<file path="src/rtl/sram_arb_pkg.sv">
package sram_arb_pkg;
   typedef enum logic [1:0] {
      RESP_OKAY   = 2'b00,
      RESP_EXOKAY = 2'b01
   } resp_e;
endpackage

</file>
<file path="src/rtl/sram_rw_arb.sv">
module sram_rw_arb #(
   parameter bit WR_FIRST = 1'b0
) (
   input  logic clk,
   input  logic rst_n,
   input  logic rd_req,
   input  logic wr_req,
   output logic rd_gnt,
   output logic wr_gnt
);
   logic pref_wr;

   always_comb begin
      rd_gnt = rd_req && (!wr_req || !pref_wr);
      wr_gnt = wr_req && (!rd_req ||  pref_wr);
   end

   always_ff @(posedge clk or negedge rst_n) begin
      if (!rst_n)      pref_wr <= WR_FIRST;
      else if (rd_gnt) pref_wr <= 1'b1;
      else if (wr_gnt) pref_wr <= 1'b0;
   end
endmodule

</file>
<file path="src/rtl/sram_excl_mon.sv">
module sram_excl_mon #(
   parameter int ADDR_W = 6,
   parameter int ID_W   = 4
) (
   input  logic              clk,
   input  logic              rst_n,
   input  logic              arm,
   input  logic [ADDR_W-1:0] arm_addr,
   input  logic [ID_W-1:0]   arm_id,
   input  logic              wr_en,
   input  logic [ADDR_W-1:0] wr_addr,
   input  logic [ADDR_W-1:0] chk_addr,
   input  logic [ID_W-1:0]   chk_id,
   output logic              chk_ok
);
   logic              rsv_vld;
   logic [ADDR_W-1:0] rsv_addr;
   logic [ID_W-1:0]   rsv_id;

   assign chk_ok = rsv_vld && (rsv_addr == chk_addr) && (rsv_id == chk_id);

   always_ff @(posedge clk or negedge rst_n) begin
      if (!rst_n) begin
         rsv_vld  <= 1'b0;
         rsv_addr <= '0;
         rsv_id   <= '0;
      end else if (arm) begin
         rsv_vld  <= 1'b1;
         rsv_addr <= arm_addr;
         rsv_id   <= arm_id;
      end else if (wr_en && (wr_addr == rsv_addr)) begin
         rsv_vld  <= 1'b0;
      end
   end
endmodule

</file>
<file path="src/rtl/sram_array.sv">
module sram_array #(
   parameter int ADDR_W = 6,
   parameter int DATA_W = 32
) (
   input  logic              clk,
   input  logic              en,
   input  logic              we,
   input  logic [ADDR_W-1:0] addr,
   input  logic [DATA_W-1:0] wdata,
   output logic [DATA_W-1:0] rdata
);
   localparam int DEPTH = 1 << ADDR_W;
   logic [DATA_W-1:0] mem [DEPTH];

   always_ff @(posedge clk) begin
      if (en) begin
         if (we) mem[addr] <= wdata;
         else    rdata     <= mem[addr];
      end
   end
endmodule

</file>
<file path="src/rtl/sram_port_arb.sv">
module sram_port_arb
   import sram_arb_pkg::*;
#(
   parameter int ADDR_W   = 6,
   parameter int DATA_W   = 32,
   parameter int ID_W     = 4,
   parameter bit WR_FIRST = 1'b0
) (
   input  logic              clk,
   input  logic              rst_n,
   input  logic              s_ar_valid,
   output logic              s_ar_ready,
   input  logic [ADDR_W-1:0] s_ar_addr,
   input  logic [ID_W-1:0]   s_ar_id,
   input  logic              s_ar_excl,
   output logic              s_r_valid,
   output logic [DATA_W-1:0] s_r_data,
   output logic [ID_W-1:0]   s_r_id,
   output logic [1:0]        s_r_resp,
   input  logic              s_aw_valid,
   output logic              s_aw_ready,
   input  logic [ADDR_W-1:0] s_aw_addr,
   input  logic [ID_W-1:0]   s_aw_id,
   input  logic              s_aw_excl,
   input  logic              s_w_valid,
   output logic              s_w_ready,
   input  logic [DATA_W-1:0] s_w_data,
   output logic              s_b_valid,
   output logic [ID_W-1:0]   s_b_id,
   output logic [1:0]        s_b_resp,
   input  logic              d_req,
   input  logic              d_we,
   input  logic [ADDR_W-1:0] d_addr,
   input  logic [DATA_W-1:0] d_wdata,
   output logic              d_stall,
   output logic              d_rvalid,
   output logic [DATA_W-1:0] d_rdata
);
   if (ADDR_W < 1 || ADDR_W > 16) begin : g_bad_addr_w
      $error("sram_port_arb: ADDR_W must be within 1..16");
   end
   if (DATA_W < 8 || DATA_W > 1024) begin : g_bad_data_w
      $error("sram_port_arb: DATA_W must be within 8..1024");
   end
   if (ID_W < 1 || ID_W > 16) begin : g_bad_id_w
      $error("sram_port_arb: ID_W must be within 1..16");
   end

   logic              rd_cand, wr_cand, slv_busy;
   logic              rd_gnt, wr_gnt, dma_gnt, excl_ok, slv_wr_do;
   logic              ram_en, ram_we;
   logic [ADDR_W-1:0] ram_addr;
   logic [DATA_W-1:0] ram_wdata, ram_rdata;

   assign rd_cand  = s_ar_valid;
   assign wr_cand  = s_aw_valid && s_w_valid;
   assign slv_busy = rd_cand || wr_cand;
   assign dma_gnt  = d_req && !slv_busy;
   assign d_stall  = d_req && slv_busy;

   sram_rw_arb #(.WR_FIRST(WR_FIRST)) u_rw_arb (
      .clk    (clk),
      .rst_n  (rst_n),
      .rd_req (rd_cand),
      .wr_req (wr_cand),
      .rd_gnt (rd_gnt),
      .wr_gnt (wr_gnt)
   );

   assign s_ar_ready = rd_gnt;
   assign s_aw_ready = wr_gnt;
   assign s_w_ready  = wr_gnt;
   assign slv_wr_do  = wr_gnt && (!s_aw_excl || excl_ok);

   always_comb begin
      ram_en    = rd_gnt || wr_gnt || dma_gnt;
      ram_we    = slv_wr_do || (dma_gnt && d_we);
      ram_addr  = d_addr;
      ram_wdata = d_wdata;
      if (rd_gnt) begin
         ram_addr = s_ar_addr;
      end else if (wr_gnt) begin
         ram_addr  = s_aw_addr;
         ram_wdata = s_w_data;
      end
   end

   sram_excl_mon #(.ADDR_W(ADDR_W), .ID_W(ID_W)) u_excl_mon (
      .clk      (clk),
      .rst_n    (rst_n),
      .arm      (rd_gnt && s_ar_excl),
      .arm_addr (s_ar_addr),
      .arm_id   (s_ar_id),
      .wr_en    (ram_we),
      .wr_addr  (ram_addr),
      .chk_addr (s_aw_addr),
      .chk_id   (s_aw_id),
      .chk_ok   (excl_ok)
   );

   sram_array #(.ADDR_W(ADDR_W), .DATA_W(DATA_W)) u_array (
      .clk   (clk),
      .en    (ram_en),
      .we    (ram_we),
      .addr  (ram_addr),
      .wdata (ram_wdata),
      .rdata (ram_rdata)
   );

   always_ff @(posedge clk or negedge rst_n) begin
      if (!rst_n) begin
         s_r_valid <= 1'b0;
         s_r_id    <= '0;
         s_r_resp  <= RESP_OKAY;
         s_b_valid <= 1'b0;
         s_b_id    <= '0;
         s_b_resp  <= RESP_OKAY;
         d_rvalid  <= 1'b0;
      end else begin
         s_r_valid <= rd_gnt;
         s_b_valid <= wr_gnt;
         d_rvalid  <= dma_gnt && !d_we;
         if (rd_gnt) begin
            s_r_id   <= s_ar_id;
            s_r_resp <= s_ar_excl ? RESP_EXOKAY : RESP_OKAY;
         end
         if (wr_gnt) begin
            s_b_id   <= s_aw_id;
            s_b_resp <= (s_aw_excl && excl_ok) ? RESP_EXOKAY : RESP_OKAY;
         end
      end
   end

   assign s_r_data = ram_rdata;
   assign d_rdata  = ram_rdata;
endmodule

</file>
<file path="config.mk">
export PLATFORM = sky130hd
export DESIGN_NAME = sram_port_arb
export DESIGN_NICKNAME = d
export VERILOG_FILES = /design/src/rtl/sram_arb_pkg.sv /design/src/rtl/sram_rw_arb.sv /design/src/rtl/sram_excl_mon.sv /design/src/rtl/sram_array.sv /design/src/rtl/sram_port_arb.sv
export SDC_FILE = /design/constraint.sdc
export NUM_CORES = 2
export LEC_CHECK = 0
export ABC_AREA = 1
export ABC_CLOCK_PERIOD_IN_PS = 3600
export BUFFER_PORTS_ARGS = -buffer_cell sky130_fd_sc_hd__buf_4
export CAP_MARGIN = 20
export CELL_PAD_IN_SITES_DETAIL_PLACEMENT = 0
export CELL_PAD_IN_SITES_GLOBAL_PLACEMENT = 1
export CORE_UTILIZATION = 25
export CTS_CLUSTER_SIZE = 8
export DETAILED_ROUTE_END_ITERATION = 16
export GPL_TIMING_DRIVEN = 0
export MAX_ROUTING_LAYER = met4
export PLACE_DENSITY = 0.55
export SYNTH_ARGS = -nofsm -noshare
export SYNTH_HDL_FRONTEND = slang
export SYNTH_SLANG_ARGS = --single-unit
export TNS_END_PERCENT = 1
</file>
<file path="constraint.sdc">
create_clock -name clk -period 3.6 [get_ports clk]
set_input_delay 0.36 -clock clk [delete_from_list [all_inputs] [get_ports clk]]
set_output_delay 0.36 -clock clk [all_outputs]
set_load 0.01 [all_outputs]
</file>
# After elaboration in Yosys (flattened, before gate mapping)
# Memory sizes are Yosys's and may differ from the RTL's. A register that Yosys moved wholly into a read port is not among the register bits.
# Cells that the tools add are included.
# word_totals
ff_bits	27
ram_bits	2048
output_inout_bits	83
mem_count	1
# mem_list
memory	depth	word_bits	rd	rd_ports_with_merged_regs	wr	line_no	source
u_array.mem	64	32	1	1	1	sram_array.sv:13	logic [DATA_W-1:0] mem [DEPTH];
# classes
n_eq_ne	3
mux	13
n_bitwise	1
reduce_logical	29
# op_table
cell	count
$mux W32	2
$logic_and A1 B1 Y1	13
$eq A6 B6 Y1	2
$mux W6	2
$mux W1	9
$logic_or A1 B1 Y1	7
$logic_not A1 Y1	6
$eq A4 B4 Y1	1
$reduce_bool A2 Y1	2
$reduce_and A2 Y1	1
$not A1 Y1	1

# Depth between registers and ports, before layout
# logic_depth
depth_word	9
mapped_depth	18
ltp_nobuf	15

# By module
# Synthesis repeated with hierarchy kept, for this count alone.
# unflattened
hier_cells	8786
hier_area_um2	89570.9
# modules_own_cells
module	n_inst	cells_each	area_each_um2	seq_area_each_um2
sram_array	1	8442	87448.9	62459.9
sram_port_arb	1	228	1371.3	325.3
sram_excl_mon	1	105	686.9	275.3
sram_rw_arb	1	11	63.8	25.0

# Least setup slack after synthesis
# No wires, ideal clock.
# synth_path
path_kind	input to register
from	input s_aw_valid
to	memory u_array.mem[56][0] (enable)
setup_time_ps	421
t_arrival_ps	3063
required_time_ps	3179
slack_ps	115
cell_stages	10
n_path_buf	1
cell_sequence	nand2_1 > nand2_1 > inv_1 > nand2_1 > nand3_2 > nand2_1 > nor2_1 > clkbuf_1 > inv_1 > nor2_1
# synth_via
elab_chain_cells	9
elab_cells_between_ends	18
# synth_lines
element	line_no	source
start, declared	sram_port_arb.sv:20	input logic s_aw_valid,
$logic_and A1 B1 Y1 (*)	sram_port_arb.sv:56	assign wr_cand = s_aw_valid && s_w_valid;
$logic_or A1 B1 Y1	sram_port_arb.sv:57	assign slv_busy = rd_cand || wr_cand;
$logic_not A1 Y1	sram_port_arb.sv:58	assign dma_gnt = d_req && !slv_busy;
$logic_and A1 B1 Y1	sram_port_arb.sv:58	
$logic_and A1 B1 Y1	sram_port_arb.sv:77	ram_we = slv_wr_do || (dma_gnt && d_we);
$logic_or A1 B1 Y1	sram_port_arb.sv:77	
$mux W1	sram_array.sv:17	if (we) mem[addr] <= wdata;
$mux W1	sram_array.sv:16	if (en) begin
$mux W1 (not written as such)	sram_array.sv:17	
end, declared	sram_array.sv:13	
# Mark *: on every way between the ends. The rest lies on a longest branch, timed or not.

# Final worst setup path
# layout_path
from	register u_rw_arb.pref_wr
to	memory u_array.mem[46][4] (enable)
# layout_via
elab_chain_cells	7
elab_cells_between_ends	14
# layout_lines
element	line_no	source
start, declared	sram_rw_arb.sv:11	logic pref_wr;
start signal, assigned	sram_rw_arb.sv:19	if (!rst_n) pref_wr <= WR_FIRST;
start signal, assigned	sram_rw_arb.sv:20	else if (rd_gnt) pref_wr <= 1'b1;
start signal, assigned	sram_rw_arb.sv:21	else if (wr_gnt) pref_wr <= 1'b0;
$logic_or A1 B1 Y1 or $logic_not A1 Y1 (tied branches)	sram_rw_arb.sv:15, sram_rw_arb.sv:14	
$logic_and A1 B1 Y1 or $logic_or A1 B1 Y1 (tied branches)	sram_rw_arb.sv:15, sram_rw_arb.sv:14	
$logic_and A1 B1 Y1, on equally long branches	sram_port_arb.sv:73, sram_rw_arb.sv:14	
$logic_or A1 B1 Y1, on equally long branches	sram_port_arb.sv:77, sram_port_arb.sv:76	
$mux W1 or $logic_or A1 B1 Y1 (tied branches)	sram_array.sv:17, sram_port_arb.sv:76	
$mux W1	sram_array.sv:16	
$mux W1 (not written as such)	sram_array.sv:17	
# Several ways; a longest one is shown, not always the timed one.

==> impl_metrics.toml <==
[status]
status = "complete, but fails checks"
violations = "setup timing"

[sta]
fin_crit_sh = 1.08
hold_viol = 0
max_clock_freq_mhz = 257
min_period_ns = 3.89
setup_ws_ns = -0.288
skew_ns = 0.0554
slew_violations = 0
final-setup-viol-count = 291
rsz0062_at_grt = "true"
worst_slew_pin_slew_ns = 1.11
relSlewSlack = 0.262

[worst_setup_path]
reg2regPathDepth = 12
path_max_fanout = 19
crit_arrival_ns = 4.41
start_kind = "flip-flop"
rr_endpoint = "u_array.mem[46][4]$_DFFE_PP_"
cp-startpoint = "u_rw_arb.pref_wr$_DFFE_PN0P_"
end_kind = "flip-flop"
crit_required_ns = 4.13
crit_type = "reg2reg"
timing.rr.start = "u_rw_arb.pref_wr$_DFFE_PN0P_"
reg2reg_slack_ns = -0.29

[final_layout]
fill_cells = 37200
syn2layout_area_growth_pct = 23.2
layout.nets = 9813
multi_input_area_um2 = 26500
utilization = 0.310
seq_area_um2 = 63100
drive_gt1_frac = 0.130

[synthesis]
ys.flop_type = "edfxtp_1"
ys_ff_latch = 2105
synthesis.area_um2 = 91600
synthArstFlopShare = 0.0119
synth_edf_count = 2080
yosys_warnings = 0
syn_area_per_cell_um2 = 10.2
yosys.cell_types.count = 29
synth_seq_area_share = 0.688
syn_inst = 8953

[global_routing]
grt_pass1_wl_um = 544000
grt_usage = 0.216
grt_max_degree = 65
antenna_found_initial = 28
overflow = 0
first_global_vias = 69000

[drt]
drc_errors = 0
wl_per_cell_um = 27.3
drt-pass1-iter-count = 6
drt_iter0_drc = 7402
ant_nets = 0
vias = 70600
routed_wl_um = 398000
drt-vias-per-instance = 4.85

[floorplan]
core_um2 = 364000
fp.dieW_um = 607
num_rows = 221
die_area_um2 = 369000
fp.dieH_um = 607
io_pins = 182
initial_core_util = 0.252

[power]
power_mw = 63.6
p_leak_nw = 45.4
vdd_drop_max_mv = 0.329
p_per_area_nw_per_um2 = 564

[hold_path]
holdPathStages = 3
hp-start = "s_w_data[27]"
hold_path_end = "u_array.mem[32][27]$_DFFE_PP_"
min_path_type = "in2reg"

[placed_design]
portBuffers = 179
hpwl_um = 281000
routabilityCongestion = 0.962

[job]
max-cap-violations = 0

[clocking]
cts.sinks = 2105
cts_tree = "built"
clockBufferDepth = 4
root_buffer = "clkbuf_16"
insertion_delay_ns = 0.88
path_clk_slew_ns = 0.05
htreeDepth = 5
cts_inserted_buffers = 306
==> layout make-up <==
| class | count | share of cell area |
|---|---|---|
| sequential | 2105 | 0.559 |
| multi-input combinational | 6153 | 0.235 |
| clock buffer | 330 | 0.0712 |
| tap | 4794 | 0.0532 |
| timing repair buffer | 452 | 0.0505 |
| buffer | 660 | 0.0280 |
| clock inverter | 13 | 0.00156 |
| inverter | 36 | 0.00135 |
| antenna | 13 | 0.000288 |
==> metrics by stage <==
step           TNS (ns)  hold slack [ns]  instance area, um2  setup WS, ns  cells
6_report         -25.68           0.0806              113000        -0.288  14600
5_1_grt          -41.36           0.0674              113000        -0.312  14500
4_1_cts          -89.36           0.0493              112000        -0.401  14500
3_5_place_dp   -3312.56            0.306              103000         -1.82  14100
3_3_place_gp          -            0.298               99000         -4.41  13900
2_1_floorplan         0           0.0644               91600         0.115   8954
==> sequential cells by signal, summed over array words and instances (netlist names) <==
name	cells
s_r_valid	1
u_excl_mon.rsv_id	4
u_rw_arb.pref_wr	1
u_array.rdata	32
d_rvalid	1
s_b_id	4
s_b_resp	1
u_excl_mon.rsv_addr	6
u_excl_mon.rsv_vld	1
s_r_resp	1
u_array.mem	2048
s_r_id	4
s_b_valid	1
==> worst max path at each step <==
stage | end | slack, ns | depth (start not counted)
final | u_array.mem[46][4]$_DFFE_PP_ | -0.29 | 12
after global routing | u_array.mem[46][3]$_DFFE_PP_ | -0.31 | 11
after CTS | u_array.mem[54][19]$_DFFE_PP_ | -0.40 | 11
after detailed placement | u_array.mem[7][1]$_DFFE_PP_ | -1.82 | 9
after global placement | u_array.mem[57][7]$_DFFE_PP_ | -4.41 | 11
after floorplan | u_array.mem[56][0]$_DFFE_PP_ | 0.12 | 10
==> cells by family after synthesis <==
family	count (synthesis)	synth area share
and+or+nand+nor	6114	0.275
DFF	2105	0.688
buffers and inverters	696	0.0337
AOI/OAI and AO/OA	28	0.00175
xor gates and xnor gates	5	0.000478
muxes	4	0.000492
other	1	0.0000409
==> per-layer routing <==
layer  routed length [um]  vias up  GRT usage
met5                    0        -          -
met4                21600        0     0.0961
met3                28000      665     0.0331
met2               184000     2947      0.344
met1               164000    35100      0.271
li1                     -    31800          -
==> synth_stat cells, types with 2 or more instances <==
cell / number / area, um2
nand4_1: 872 / 5460
clkbuf_1: 310 / 1160
buf_4: 41 / 308
nand3_2: 4 / 40.0
nor2_1: 136 / 510
buf_2: 252 / 1260
nand2_1: 5087 / 19100
nor3_1: 2 / 10.0
xnor2_1: 4 / 35.0
buf_1: 56 / 210
o2111ai_1: 2 / 17.5
nand3_1: 6 / 30.0
o22ai_1: 2 / 12.5
o21ai_0: 19 / 95.1
mux2_2: 4 / 45.0
nor3_2: 6 / 60.1
inv_1: 29 / 109
edfxtp_1: 2080 / 62500
inv_2: 7 / 26.3
dfrtp_1: 25 / 626
==> cells in the final DEF (no fill, tap or decap), drive strengths merged, types with 2 or more instances in the layout <==
cell type and count:
a21oi 2, buf 766, bufinv 2, clkbuf 646, clkinv 7, conb 2
dfrtp 25, diode 13, dlygate4sd3 30, edfxtp 2080, inv 39, mux2 4
nand2 5087, nand3 10, nand4 872, nor2 136, nor3 8, o2111ai 2
o21ai 21, o22ai 2, xnor2 4
==> power breakdown <==
part           internal [mW]  switching (mW)  total, mW
combinational           2.45            7.34       9.78
clock                   15.6            10.5       26.1
sequential              27.6           0.119       27.7
==> what timing repair did <==
action,CTS,global route
setup buffers,97,22
hold buffers,31,0
pin swaps,62,9
gates resized for setup,136,47
cloned,0,0
endpoints found under the hold margin,66,0
endpoints found under the setup margin,2198,1213
==> critical path, stage by stage (launching register included) <==
cell     delay (ns)
dfrtp_1        0.38
nand3_1        0.09
nand2_1        0.13
inv_2          0.15
nand2_1        0.08
nand3_2        0.25
inv_1          0.24
nor3_4         0.40
buf_4          0.38
inv_1          0.39
nor2_4         0.57
buf_16         0.23
buf_12         0.20
No activity file was read; power rests on OpenSTA's default activity.
